File: config.mk
export PLATFORM = sky130hd
export DESIGN_NAME = rx_idle_timeout
export DESIGN_NICKNAME = d
export VERILOG_FILES = /design/src/rtl/rx_idle_timeout_pkg.sv /design/src/rtl/rx_idle_timeout_ctl.sv /design/src/rtl/rx_idle_timeout_dp.sv /design/src/rtl/rx_idle_timeout.sv
export SDC_FILE = /design/constraint.sdc
export NUM_CORES = 1
export LEC_CHECK = 0
export BUFFER_PORTS_ARGS = -buffer_cell sky130_fd_sc_hd__buf_2
export CAP_MARGIN = 15
export CORE_AREA = 2 2 53 55
export CTS_CLUSTER_DIAMETER = 100
export CTS_CLUSTER_SIZE = 28
export DETAILED_ROUTE_END_ITERATION = 12
export DIE_AREA = 0 0 55 57
export HOLD_SLACK_MARGIN = 0.15
export PLACE_DENSITY = 0.71
export REMOVE_ABC_BUFFERS = 1
export SKIP_CTS_REPAIR_TIMING = 1
export SLEW_MARGIN = 40
export SYNTH_ARGS = -nofsm -noshare
export SYNTH_HDL_FRONTEND = slang
export SYNTH_HIERARCHICAL = 1
export SYNTH_SLANG_ARGS = --single-unit
File: constraint.sdc
create_clock -name clk -period 2.89 [get_ports clk]
set_input_delay 0.7225 -clock clk [delete_from_list [all_inputs] [get_ports clk]]
set_output_delay 0.7225 -clock clk [all_outputs]
set_load 0.02 [all_outputs]
File: src/rtl/rx_idle_timeout_pkg.sv
package rx_idle_timeout_pkg;
  // strobes from control to datapath
  typedef struct packed {
    logic zero;     // clear counter (detector disabled)
    logic load;     // reload counter from programmed value
    logic dec;      // decrement counter by one
    logic setFlag;  // terminal count reached
    logic clrFlag;  // clear sticky flag
  } ctlStrobes_t;
endpackage

File: src/rtl/rx_idle_timeout_ctl.sv
module rx_idle_timeout_ctl
  import rx_idle_timeout_pkg::*;
(
  input  logic        clk,
  input  logic        rstN,
  input  logic        bitTick,
  input  logic        charDone,
  input  logic        startCmd,
  input  logic        valNz,
  input  logic        cntZero,
  input  logic        cntOne,
  output ctlStrobes_t st
);
  logic running;

  always_comb begin
    st.zero    = !valNz;
    st.load    = valNz && charDone;
    st.dec     = valNz && !charDone && !startCmd && running && bitTick && !cntZero;
    st.setFlag = st.dec && cntOne;
    st.clrFlag = !valNz || startCmd;
  end

  always_ff @(posedge clk or negedge rstN) begin
    if (!rstN)              running <= 1'b0;
    else if (!valNz)        running <= 1'b0;
    else if (charDone)      running <= 1'b1;
    else if (startCmd)      running <= 1'b0;
  end

  // a frozen counter is never decremented before a character arrives
  p_frozen_no_dec_r5: assert property (@(posedge clk) disable iff (!rstN)
    (startCmd && !charDone) |=> !st.dec || charDone);

  // a reload suppresses the terminal-count flag
  p_reload_wins_r7: assert property (@(posedge clk) disable iff (!rstN)
    charDone |-> !st.setFlag);
endmodule

File: src/rtl/rx_idle_timeout_dp.sv
module rx_idle_timeout_dp
  import rx_idle_timeout_pkg::*;
#(
  parameter int CNT_W = 16
) (
  input  logic             clk,
  input  logic             rstN,
  input  ctlStrobes_t      st,
  input  logic [CNT_W-1:0] loadVal,
  output logic             cntZero,
  output logic             cntOne,
  output logic             flagReg
);
  localparam logic [CNT_W-1:0] ONE = CNT_W'(1);
  logic [CNT_W-1:0] cnt;

  assign cntZero = (cnt == '0);
  assign cntOne  = (cnt == ONE);

  always_ff @(posedge clk or negedge rstN) begin
    if (!rstN)        cnt <= '0;
    else if (st.zero) cnt <= '0;
    else if (st.load) cnt <= loadVal;
    else if (st.dec)  cnt <= cnt - ONE;
  end

  always_ff @(posedge clk or negedge rstN) begin
    if (!rstN)           flagReg <= 1'b0;
    else if (st.clrFlag) flagReg <= 1'b0;
    else if (st.setFlag) flagReg <= 1'b1;
  end

  // counter at zero never wraps without a reload
  p_no_wrap_r4: assert property (@(posedge clk) disable iff (!rstN)
    (cntZero && !st.load) |=> cntZero);

  // flag only rises from a count of one
  p_flag_from_one_r3: assert property (@(posedge clk) disable iff (!rstN)
    $rose(flagReg) |-> $past(cntOne));

  // clearing drops the flag on the next cycle
  p_clear_drops_r5: assert property (@(posedge clk) disable iff (!rstN)
    st.clrFlag |=> !flagReg);
endmodule

File: src/rtl/rx_idle_timeout.sv
module rx_idle_timeout
  import rx_idle_timeout_pkg::*;
#(
  parameter int CNT_W = 16
) (
  input  logic             clk,
  input  logic             rstN,
  input  logic             bitTick,
  input  logic             charDone,
  input  logic [CNT_W-1:0] toValue,
  input  logic             startCmd,
  input  logic             irqEnable,
  output logic             timeoutFlag,
  output logic             irqOut
);
  ctlStrobes_t st;
  logic valNz, cntZero, cntOne, flagReg;

  assign valNz = (toValue != '0);

  rx_idle_timeout_ctl u_ctl (
    .clk(clk), .rstN(rstN), .bitTick(bitTick), .charDone(charDone),
    .startCmd(startCmd), .valNz(valNz), .cntZero(cntZero), .cntOne(cntOne),
    .st(st)
  );

  rx_idle_timeout_dp #(.CNT_W(CNT_W)) u_dp (
    .clk(clk), .rstN(rstN), .st(st), .loadVal(toValue),
    .cntZero(cntZero), .cntOne(cntOne), .flagReg(flagReg)
  );

  // a zero delay masks the flag at once
  assign timeoutFlag = flagReg && valNz;
  // level interrupt
  assign irqOut = timeoutFlag && irqEnable;

  // no interrupt without the flag and the enable
  p_irq_gated_r9: assert property (@(posedge clk) disable iff (!rstN)
    irqOut |-> (timeoutFlag && irqEnable));

  // disabled detector never shows the flag
  p_zero_disables_r1: assert property (@(posedge clk) disable iff (!rstN)
    !valNz |-> !timeoutFlag);
endmodule

* After elaboration in Yosys (flattened, before gate mapping)
Index checks and enable logic that the tools add are counted.
** Storage, ports and cells
- Logic and storage cells :: 32
- Output and inout port bits :: 2
- Bits in registers :: 18
- Bits of input ports :: 22
** Operators by class
- Mux-type cells :: 8
- Eq/ne operators :: 3
- $add $sub $neg :: 1
- Reductions and logical operators :: 17
** Operators by type and width (number)
- $mux W16 :: 3
- $eq A16 B1 Y1 const B :: 1
- $logic_not A16 Y1 :: 1
- $reduce_bool A16 Y1 :: 1
- $sub A16 B1 Y16 const B :: 1
- $logic_and A1 B1 Y1 :: 9
- $ne A3 B3 Y1 const B :: 2
- $mux W1 :: 5
- $logic_not A1 Y1 :: 4
- $reduce_bool A2 Y1 :: 1
- $logic_or A1 B1 Y1 :: 1

* Longest topological paths before layout
Gate-level depths: netlist (run 1).
- Depth after elaboration :: 9
- Gate-level depth with buffers :: 9

* Hierarchy
The synthesis (run 1) kept the hierarchy.
** Modules (own cells, without submodules)
- rx_idle_timeout_dp :: cells each 106, instances 1, sequential area each 425.4 sq um, area an instance 1001.0 sq um
- rx_idle_timeout_ctl :: cells each 10, instances 1, sequential area each 25.0 sq um, area an instance 92.6 sq um
- rx_idle_timeout :: cells each 9, instances 1, sequential area each 0.0 sq um, area an instance 62.6 sq um

* Worst setup path after synthesis (run 1)
No wires, ideal clock.
- Kind :: input to register
- From :: input toValue[11]
- To :: register u_dp.cnt[13]
- Required time :: 2.791 ns
- Library setup time :: 0.099 ns
- Stages on the path :: 8
- Slack :: -0.061 ns
- Arrival time :: 2.852 ns
- Cell sequence :: nor4_1 nand4_1 nand2b_2 nor4_2 nor3b_1 nand3_1 or4_2 a311oi_1
** RTL lines
- start, declared :: line rx_idle_timeout.sv:10 : input logic [CNT_W-1:0] toValue,
- end signal, assigned :: line rx_idle_timeout_dp.sv:23 : else if (st.load) cnt <= loadVal;
- end signal, assigned :: line rx_idle_timeout_dp.sv:24 : else if (st.dec) cnt <= cnt - ONE;
- end, declared :: line rx_idle_timeout_dp.sv:15 : logic [CNT_W-1:0] cnt;

==> out/qor.txt, run 1 <==
DR vias - 1129
FF+latch count, synth - 18
Type of the worst setup path - reg -> reg
Hold crit path type - in -> async
Worst Path Max Fanout - 5
Clk buf depth - 2
Core area - 2620 µm²
Clk pin slew, worst setup/hold paths - 100 ps
Ys async rst share - 1.00
# H-tree levels - 1
Fin Clk Skew - 6.12 ps
N_diodes - 0
First-pass GRT wire length - 4.80 mm
Total die area - 3140 µm²
CTS Buf Count - 3
GRT Total Usage - 0.206
Mean Syn Cell Area - 9.25 µm²
Input/output buffers - 23
Achievable frequency - 364 MHz
Initial Util - 0.442
Final Util - 0.550
CTS tree - yes
CTS sink cnt - 18
Peak VDD IR - 0.000240 V
CTS root buf - clkbuf_4
FF-to-FF setup slack - 140 ps
Final Setup Violations - 0
Number of detailed-route iterations in the first pass - 4
Die X - 55 µm
YS warnings - 6
Leak - 0.579 nW
Period utilization - 0.951
GPL Wtd Cong - 0.935
PwrDens - 367 nW/µm²
Die Span Y - 57 µm
Post-Synthesis Cells - 125
Worst R2R Start - u_dp/cnt[9]$_DFFE_PN0P_
Max cap viols - 0
Final wirelength - 2.90 mm
Initial antenna violation count - 0
Reg2reg end - u_dp/cnt[12]$_DFFE_PN0P_
Placed insts - 187
HPWL Detailed - 2.25 mm
Worst slew margin - 0.592
Largest net degree at the start of global routing - 19
Non-filler cells, final - 190
Ys flop type - dfrtp_1
Status - complete, no violations
DR iter-0 viols - 33
Power, Total - 0.528 mW
DR vias/cell - 5.94
Post-synth EDFFs - 0
Remaining DRCs - 0
GR Overflow Total - 0
Worst-margin pin slew - 608 ps
Final net count - 185
CP startpoint - u_dp/cnt[9]$_DFFE_PN0P_
Post-DRT Antenna Nets - 0
End point of the critical path - u_dp/cnt[12]$_DFFE_PN0P_
Final hold violation count - 0
Crit. End Element - register
Area Overhead vs Synth - 24.4%
Post-DR wirelength/cell - 15.2 µm
Vias in the first global route - 1130
Pins over their slew limit - 0
Ratio of cells with drive above 1 in the final layout - 0.314
I/O Pins - 24
CP arrival - 2950 ps
Post-Syn Area - 1160 µm²
Min cycle time layout - 2750 ps
Row Count - 19
Worst EP required - 3100 ps
Unique cell type count in the Yosys netlist - 37
CP startpoint kind - register
Sequential share of the synthesized area - 0.390
Later-pin clock latency in the skew report - 290 ps
R2R cell count - 10
synth_stat cells (2+ instances only):
cell       number  area [µm²]
nor3_1          4        20.0
xor2_1          8        70.1
nand4_1         3        18.8
a21oi_1         3        15.0
xnor2_1         3        26.3
nand2_1        12        45.0
a41oi_1         2        17.5
nor4b_1         3        26.3
or4_4           2        22.5
inv_1           5        18.8
ha_1            2        25.0
nor4_2          3        37.5
nand4bb_1       2        22.5
dfrtp_1        18         450
a311oi_1        3        26.3
and2_1          3        18.8
nor4_1          4        25.0
clkbuf_1        3        11.3
nor2_1         15        56.3
a211oi_1       10        75.1
flip-flops by register name, summed over array words and instances, names as in the netlist:
name / flops
u_ctl/running: 1
u_dp/flagReg: 1
u_dp/cnt: 16
power by group:
part	internal (mW)	total (mW)	switching, mW
Combinational	0.0500	0.103	0.0526
Clock	0.0485	0.125	0.0769
Sequential	0.274	0.300	0.0266
Total	0.372	0.528	0.156
cell usage in the layout, fill, tap and decap left out, drive strengths merged, types with 2 or more instances in the layout:
cell / synthesis / layout
and2: 4 / 4
a211oi: 10 / 10
or4: 3 / 3
nor4: 7 / 7
nand4: 3 / 3
a41oi: 2 / 2
inv: 5 / 5
clkbuf: 3 / 3
nand4bb: 2 / 2
xnor2: 3 / 3
buf: 0 / 34
xor2: 8 / 8
nor4b: 3 / 3
a311oi: 3 / 3
a21oi: 3 / 3
nor2: 15 / 15
dfrtp: 18 / 18
nor3: 4 / 4
ha: 2 / 2
nand2: 12 / 12
layout make-up:
class	instances	area (µm²)
Tap cell	31	38.8
Clock buffer	3	22.5
Multi-Input combinational cell	98	706
Inverter	6	22.5
Timing Repair Buffer	34	198
Sequential cell	18	450
Fill cell	256	1180
worst min path at each step:
stage | cells after the start | to | slack, ps
2_1_floorplan | 0 | u_ctl/running$_DFFE_PN0P_ | 430
3_3_place_gp | 2 | u_dp/flagReg$_DFFE_PN0P_ | 540
5_1_grt | 1 | u_dp/cnt[13]$_DFFE_PN0P_ | 350
4_1_cts | 1 | u_dp/cnt[13]$_DFFE_PN0P_ | 350
6_report | 1 | u_dp/cnt[4]$_DFFE_PN0P_ | 340
3_5_place_dp | 2 | u_dp/flagReg$_DFFE_PN0P_ | 560
logic make-up (layout without fill, tap and decap cells):
group           after synthesis  in the layout  synth area share
simple gates                 61             61             0.319
xor+xnor                     11             11            0.0833
mux                           1              1           0.00866
fa+ha+maj                     2              2            0.0216
compound gates               23             23             0.148
buf+inv                       9             43            0.0292
flops                        18             18             0.390
routing by layer:
metal,GRT usage,vias to the layer above,part of all wire
met5,0,-,0
met4,0.0732,0,0.015
met3,0.0236,5,0.046
met2,0.352,32,0.49
met1,0.263,554,0.45
li1,-,538,-
per-stage QoR:
step / setup TNS (ps) / hold slack, ps / cell area [µm²] / worst slack, ps
CTS: 0 / 354 / 1400 / 56.8
global route: -3.00 / 354 / 1440 / -3.00
global placement: 0 / 537 / 1380 / 87.3
detailed placement: 0 / 557 / 1380 / 16.1
floorplan: -61.6 / 427 / 1140 / -61.6
finish: 0 / 345 / 1440 / 142
worst max-delay path, stage by stage, from the launching register on:
cell and delay [ps]:
dfrtp_1 440, or4_4 560, or4_4 470, nor3_4 200, and2_1 170, nor4_2 60, buf_4 150, and2_1 190
nand4_1 120, xor2_1 80, a211oi_1 230
No activity file was read; power rests on OpenSTA's default activity.
==> run 2: changes to the inputs <==
Settings changed: ABC_AREA from default to 1, CORE_AREA 2 2 53 55 to 2 2 58 60, DIE_AREA 0 0 55 57 to 0 0 60 62, PLACE_DENSITY 0.71 to 0.72.
==> run 2 against run 1 <==
Effect of this change:
- maximum frequency up 20%
- sequential share of layout area decreased by 3.6 points
- critical path depth is 4 higher
- clock power about the same
- via count up 28%
- non-clock buffer count fell by 10
- die area increased by 19%
- worst hold slack gained 7.9 ps
- total power up 29%
- highest routed layer unchanged
==> out/qor.txt, run 2 <==
Status - complete, no violations (unchanged)
Main combinational cell family by area after synthesis - simple AND/OR/NAND/NOR gates (unchanged)
Final hold violation count - 0 (unchanged)
Most flops, register - u_dp/cnt (unchanged)
Fin Clk Skew - 1.05 ps (was 6.12 ps)
Post-DRT Antenna Nets - 0 (unchanged)
Period utilization - 0.792 (was 0.951)
Unique cell type count in the Yosys netlist - 24 (was 37)
Pins over their slew limit - 0 (unchanged)
Final TNS setup - 0 ps (unchanged)
Die Span Y - 62 µm (was 57 µm)
N_diodes - 0 (unchanged)
Achievable frequency - 437 MHz (was 364 MHz)
Number of detailed-route iterations in the first pass - 4 (unchanged)
Top cell type by total area after synthesis - dfrtp_1 (unchanged)
Hold crit path type - in -> async (unchanged)
Setup WS post-layout - 601 ps (was 142 ps)
Largest regs - u_dp/cnt (16), u_ctl/running (1), u_dp/flagReg (1) (unchanged)
Commonest non-fill, non-tap cell in the layout - nand2_1 (was buf_2)
Post-Synthesis Cells - 234 (was 125)
CP startpoint kind - register (unchanged)
Post-synth top cells - nand2_1 (71), nor2_1 (51), inv_1 (24) (was dfrtp_1 (18), nor2_1 (15), nand2_1 (12))
Final wirelength - 3.23 mm (was 2.90 mm)
Die X - 60 µm (was 55 µm)
Worst R2R Start - u_dp/cnt[0]$_DFFE_PN0P_ (was u_dp/cnt[9]$_DFFE_PN0P_)
Post-synth EDFFs - 0 (unchanged)
Initial antenna violation count - 0 (unchanged)
DR vias - 1441 (was 1129)
Synth Area in Simple Gates - 0.495 (was 0.319)
Max cap viols - 0 (unchanged)
Core area - 3180 µm² (was 2620 µm²)
Total die area - 3720 µm² (was 3140 µm²)
Remaining DRCs - 0 (unchanged)
Final Setup Violations - 0 (unchanged)
FF-to-FF setup slack - 600 ps (was 140 ps)
Placed insts - 300 (was 187)
Worst-margin pin slew - 430 ps (was 608 ps)
Mean Syn Cell Area - 6.25 µm² (was 9.25 µm²)
Ys flop type - dfrtp_1 (unchanged)
Leak - 0.852 nW (was 0.579 nW)
CP arrival - 2480 ps (was 2950 ps)
Ys async rst share - 1.00 (unchanged)
CTS sink cnt - 18 (unchanged)
Post-placement setup slack - 538 ps (was 16.1 ps)
Final net count - 283 (was 185)
Commonest non-fill, non-tap cells in the layout - nand2_1 (71), nor2_1 (51), inv_1 (24), buf_2 (23), dfrtp_1 (18) (was buf_2 (23), dfrtp_1 (18), nor2_1 (15), nand2_1 (12), buf_4 (11))
Compound-cell area share of the yosys netlist - 0.0787 (was 0.148)
Seq. cell area - 450 µm² (unchanged)
Multiplexer share of the synthesized area - 0 (was 0.00866)
Initial Util - 0.460 (was 0.442)
Yosys top cell area share - 0.308 (was 0.390)
FF+latch count, synth - 18 (unchanged)
DR vias/cell - 4.76 (was 5.94)
GPL Wtd Cong - 0.871 (was 0.935)
CTS Buf Count - 3 (unchanged)
I/O Pins - 24 (unchanged)
Clk buf depth - 2 (unchanged)
HPWL Detailed - 2.53 mm (was 2.25 mm)
Reg2reg end - u_dp/cnt[5]$_DFFE_PN0P_ (was u_dp/cnt[12]$_DFFE_PN0P_)
# H-tree levels - 1 (unchanged)
Most used standard cell by instance count after synthesis - nand2_1 (was dfrtp_1)
Type of the worst setup path - reg -> reg (unchanged)
CTS tree - yes (unchanged)
Later-pin clock latency in the skew report - 290 ps (about the same)
Row Count - 21 (was 19)
Worst EP required - 3080 ps (was 3100 ps)
CTS root buf - clkbuf_4 (unchanged)
Flip-flop count of the largest register, all copies and words added - 16 (unchanged)
Peak VDD IR - 0.000236 V (was 0.000240 V)
DR iter-0 viols - 65 (was 33)
R2R cell count - 14 (was 10)
Largest net degree at the start of global routing - 23 (was 19)
Vias in the first global route - 1266 (was 1130)
Input/output buffers - 23 (unchanged)
Post-synthesis adder-cell area fraction - 0.0171 (was 0.0216)
GRT Total Usage - 0.196 (was 0.206)
XOR/XNOR Fraction of Synth Area - 0 (was 0.0833)
Worst Path Max Fanout - 10 (was 5)
First-pass GRT wire length - 5.42 mm (was 4.80 mm)
Sequential share of the synthesized area - 0.308 (was 0.390)
Multi-input logic area - 865 µm² (was 706 µm²)
PwrDens - 420 nW/µm² (was 367 nW/µm²)
GR Overflow Total - 0 (unchanged)
Worst slew margin - 0.713 (was 0.592)
Min cycle time layout - 2290 ps (was 2750 ps)
FILL cells - 329 (was 256)
Ratio of cells with drive above 1 in the final layout - 0.206 (was 0.314)
Post-DR wirelength/cell - 10.6 µm (was 15.2 µm)
YS warnings - 6 (unchanged)
Post-Syn Area - 1460 µm² (was 1160 µm²)
Clk pin slew, worst setup/hold paths - 100 ps (about the same)
RSZ-0062 raised after global routing - false
Crit. End Element - register (unchanged)
Non-filler cells, final - 303 (was 190)
Largest cells by area after synthesis - dfrtp_1 (31%), nand2_1 (18%), nor2_1 (13%) (was dfrtp_1 (39%), a211oi_1 (6.5%), xor2_1 (6.1%))
Area Overhead vs Synth - 11.2% (was 24.4%)
==> run 2: changes by cell type after synthesis, moves of 8 or more <==
cell and delta:
o21ai_0 +10, nor2_2 +9, inv_1 +19, xor2_1 -8, nand3_1 +15, nor2_1 +36, nand2_1 +59, a211oi_1 -10
==> run 2: area by class of cell <==
| class | instances | share of cell area |
|---|---|---|
| multi-input cells | 183 | 0.532 |
| flip-flops and latches | 18 | 0.277 |
| repair buffers | 24 | 0.0754 |
| inverters | 29 | 0.0669 |
| well taps | 46 | 0.0354 |
| clock buffers | 3 | 0.0138 |
==> run 2: per-stage QoR <==
stage	instance area, µm²	util	power, mW	hold slack (ps)
after global routing	1630	0.512	0.739	380
after CTS	1630	0.512	0.688	367
after global placement	1600	0.505	0.559	497
after floorplan	1420	-	0.495	427
final	1630	0.512	0.683	353
after detailed placement	1600	0.505	0.561	501
==> run 2: metal layers <==
metal,global-route usage,share of wire,vias to the layer above
li1,-,-,775
met1,0.258,0.49,631
met2,0.323,0.46,31
met3,0.0269,0.042,4
met4,0.0857,0.013,0
met5,0,0,-
==> run 2: power breakdown <==
| group | switching (mW) | internal (mW) | total [mW] | leakage, nW |
|---|---|---|---|---|
| combinational | 0.144 | 0.0825 | 0.227 | 0.621 |
| clock | 0.0782 | 0.0485 | 0.127 | 0.0138 |
| sequential | 0.0429 | 0.286 | 0.329 | 0.218 |
==> run 2: kinds of logic (layout without fill, tap and decap cells) <==
| kind of cell | count (synthesis) | in the layout |
|---|---|---|
| buf+inv | 33 | 56 |
| flops | 18 | 18 |
| simple gates | 161 | 161 |
| fa+ha+maj | 2 | 2 |
| compound gates | 20 | 20 |
==> run 2: worst max-delay path by stage <==
stage,start,slack [ps],cells past startpoint,endpoint
final,u_dp/cnt[0]$_DFFE_PN0P_,600,14,u_dp/cnt[5]$_DFFE_PN0P_
after global routing,u_dp/cnt[0]$_DFFE_PN0P_,370,14,u_dp/cnt[12]$_DFFE_PN0P_
after CTS,u_dp/cnt[0]$_DFFE_PN0P_,570,14,u_dp/cnt[5]$_DFFE_PN0P_
after detailed placement,toValue[11],540,14,u_dp/cnt[5]$_DFFE_PN0P_
after global placement,toValue[11],580,14,u_dp/cnt[5]$_DFFE_PN0P_
after floorplan,toValue[3],880,6,irqOut
==> run 2: critical path, stage by stage (launching register included) <==
cell and delay (ps):
dfrtp_1 430, inv_1 120, ha_1 260, nand2_2 130
inv_2 70, nand2_1 80, nor3_1 60, nor2_1 120
nand3_2 90, inv_1 80, nor2_2 50, nand2_2 150
clkinv_1 320, nand2_1 170, o21ai_2 60
==> run 3: changes to the inputs <==
Settings changed: CORE_AREA 2 2 58 60 to 2 2 55 57, DIE_AREA 0 0 60 62 to 0 0 57 59, PLACE_DENSITY 0.72 to 0.76.
Clock period 2.89 ns to 2.2 ns, I/O delays scaled along.
==> run 3 against run 2 <==
Effect of this change:
- total power increased by 35%
- clock power increased by 34%
- largest power group unchanged
- core utilization increased by 9.9 points
- register-to-register slack got worse by 410 ps
- non-clock buffer count increased by 2
- via count increased by 3.3%
- critical path type unchanged
- worst hold slack got worse by 190 ps
- clock skew increased by 14 ps
- routed wire length increased by 4.2%
- sequential share of layout area decreased by 0.46 points
- global-route usage increased by 1.8 points
- largest cell class unchanged
- clock-buffer cell count unchanged
==> out/qor.txt, run 3 (synthesis gave the netlist of run 2 again) <==
Flip-flop count of the largest register, all copies and words added - 16 (unchanged)
DR iter-0 viols - 72 (was 65)
Global Route met2 Usage - 0.356 (was 0.323)
Multi-input logic area - 882 µm² (was 865 µm²)
Max cap viols - 0 (unchanged)
Total die area - 3360 µm² (was 3720 µm²)
Area Overhead vs Synth - 13.1% (was 11.2%)
Clk buf depth - 2 (unchanged)
Post-DRT Antenna Nets - 0 (unchanged)
Input/output buffers - 23 (unchanged)
Number of detailed-route iterations in the first pass - 4 (unchanged)
Worst-margin pin slew - 415 ps (was 430 ps)
CTS sink cnt - 18 (unchanged)
Met3 GRT Util - 0.0197 (was 0.0269)
GPL Wtd Cong - 0.869 (was 0.871)
N_diodes - 0 (unchanged)
Remaining DRCs - 0 (unchanged)
Reg2reg end - u_dp/cnt[6]$_DFFE_PN0P_ (was u_dp/cnt[5]$_DFFE_PN0P_)
PwrDens - 555 nW/µm² (was 420 nW/µm²)
FF-to-FF setup slack - 190 ps (was 600 ps)
CTS Buf Count - 3 (unchanged)
CTS root buf - clkbuf_4 (unchanged)
Comb power frac - 0.343 (was 0.332)
DR vias - 1489 (was 1441)
Pint - 0.555 mW (was 0.417 mW)
Worst R2R Start - u_dp/cnt[1]$_DFFE_PN0P_ (was u_dp/cnt[0]$_DFFE_PN0P_)
Most flops, register - u_dp/cnt (unchanged)
# H-tree levels - 1 (unchanged)
Seq pwr share - 0.472 (was 0.482)
Post-DR wirelength/cell - 11.5 µm (was 10.6 µm)
Post-placement setup slack - -26.2 ps (was 538 ps)
FILL cells - 256 (was 329)
First-pass GRT wire length - 5.51 mm (was 5.42 mm)
Row Count - 19 (was 21)
Clk pin slew, worst setup/hold paths - 120 ps (was 100 ps)
Worst Path Max Fanout - 11 (was 10)
Final hold violation count - 0 (unchanged)
Initial antenna violation count - 0 (unchanged)
Largest net degree at the start of global routing - 19 (was 23)
Later-pin clock latency in the skew report - 300 ps (was 290 ps)
Setup WS post-layout - 192 ps (was 601 ps)
Worst slew margin - 0.723 (was 0.713)
DR vias/cell - 5.12 (was 4.76)
Crit. End Element - register (unchanged)
GRT Total Usage - 0.213 (was 0.196)
Die Span Y - 59 µm (was 62 µm)
Period utilization - 0.913 (was 0.792)
Seq. cell area - 450 µm² (unchanged)
DP Area - 1590 µm² (was 1600 µm²)
Commonest non-fill, non-tap cells in the layout - nand2_1 (71), nor2_1 (51), inv_1 (23), buf_2 (23), dfrtp_1 (18) (was nand2_1 (71), nor2_1 (51), inv_1 (24), buf_2 (23), dfrtp_1 (18))
Worst EP required - 2400 ps (was 3080 ps)
CTS tree - yes (unchanged)
Sw Share - 0.395 (was 0.389)
R2R cell count - 15 (was 14)
Die X - 57 µm (was 60 µm)
Fin Clk Skew - 15.1 ps (was 1.05 ps)
Status - complete, no violations (unchanged)
Pins over their slew limit - 0 (unchanged)
Fin area - 1650 µm² (was 1630 µm²)
Min cycle time layout - 2010 ps (was 2290 ps)
Hold crit path type - in -> async (unchanged)
Final wirelength - 3.36 mm (was 3.23 mm)
Type of the worst setup path - reg -> reg (unchanged)
Ratio of cells with drive above 1 in the final layout - 0.231 (was 0.206)
Final net count - 286 (was 283)
CP startpoint kind - register (unchanged)
Gr busiest metal - met2 (unchanged)
P_sw - 0.363 mW (was 0.265 mW)
Clk pwr share - 0.185 (was 0.186)
Achievable frequency - 498 MHz (was 437 MHz)
I/O Pins - 24 (unchanged)
RSZ-0062 raised after global routing - false (unchanged)
Largest regs - u_dp/cnt (16), u_ctl/running (1), u_dp/flagReg (1) (unchanged)
Final Setup Violations - 0 (unchanged)
Core area - 2710 µm² (was 3180 µm²)
Power, Total - 0.919 mW (was 0.683 mW)
CP arrival - 2200 ps (was 2480 ps)
Vias in the first global route - 1253 (was 1266)
Peak VDD IR - 0.000372 V (was 0.000236 V)
Initial Util - 0.540 (was 0.460)
GR Overflow Total - 0 (unchanged)
GR Util met1 - 0.295 (was 0.258)
Leak - 0.861 nW (was 0.852 nW)
HPWL Detailed - 2.56 mm (was 2.53 mm)
Commonest non-fill, non-tap cell in the layout - nand2_1 (unchanged)
run 3: power by group through the flow:
stage	sequential (mW)	combinational, mW	clock (mW)
floorplan	0.425	0.226	0
global placement	0.438	0.297	0
detailed placement	0.439	0.299	0
CTS	0.432	0.301	0.174
global route	0.439	0.357	0.187
finish	0.434	0.315	0.170
run 3: cell type report:
type	instances	area share
timing repair buffer	26	0.0832
multi-input combinational	183	0.533
inverter	29	0.0696
timing repair inverter	1	0.00454
sequential	18	0.272
clock buffer	3	0.0136
tap	31	0.0234
run 3: worst max path at each step:
stage | start | end
3_5_place_dp | u_dp/cnt[0]$_DFFE_PN0P_ | u_dp/cnt[3]$_DFFE_PN0P_
6_report | u_dp/cnt[1]$_DFFE_PN0P_ | u_dp/cnt[6]$_DFFE_PN0P_
4_1_cts | u_dp/cnt[0]$_DFFE_PN0P_ | u_dp/cnt[3]$_DFFE_PN0P_
5_1_grt | u_dp/cnt[1]$_DFFE_PN0P_ | u_dp/cnt[8]$_DFFE_PN0P_
2_1_floorplan | u_dp/cnt[0]$_DFFE_PN0P_ | u_dp/cnt[6]$_DFFE_PN0P_
3_3_place_gp | u_dp/cnt[0]$_DFFE_PN0P_ | u_dp/cnt[7]$_DFFE_PN0P_
run 3: metal layers:
metal / share of wire / up-vias / routed length [µm]
met5: 0 / - / 0
met1: 0.47 / 651 / 1570
met4: 0.0071 / 0 / 24
met3: 0.062 / 2 / 208
met2: 0.46 / 50 / 1560
li1: - / 786 / -
run 3: metrics by stage:
| stage | TNS (ps) | utilization | cells | hold WS [ps] |
|---|---|---|---|---|
| 3_3_place_gp | 0 | 0.588 | 286 | 504 |
| 2_1_floorplan | 0 | - | 230 | 254 |
| 4_1_cts | -215 | 0.596 | 289 | 184 |
| 5_1_grt | 0 | 0.610 | 291 | 201 |
| 3_5_place_dp | -50.2 | 0.588 | 286 | 503 |
| 6_report | 0 | 0.610 | 291 | 162 |
run 3: critical path: stages (launching register included):
cell     delay [ps]
dfrtp_1         430
inv_1           100
ha_2            200
nand2_2          90
inv_2            90
nand2_1          90
nor3_2          130
nor2_1           70
nand3_2          90
inv_1            70
nor2_4          140
nor2_4           80
inv_4           130
nor2_1           60
nand2_1          60
o21ai_0          70
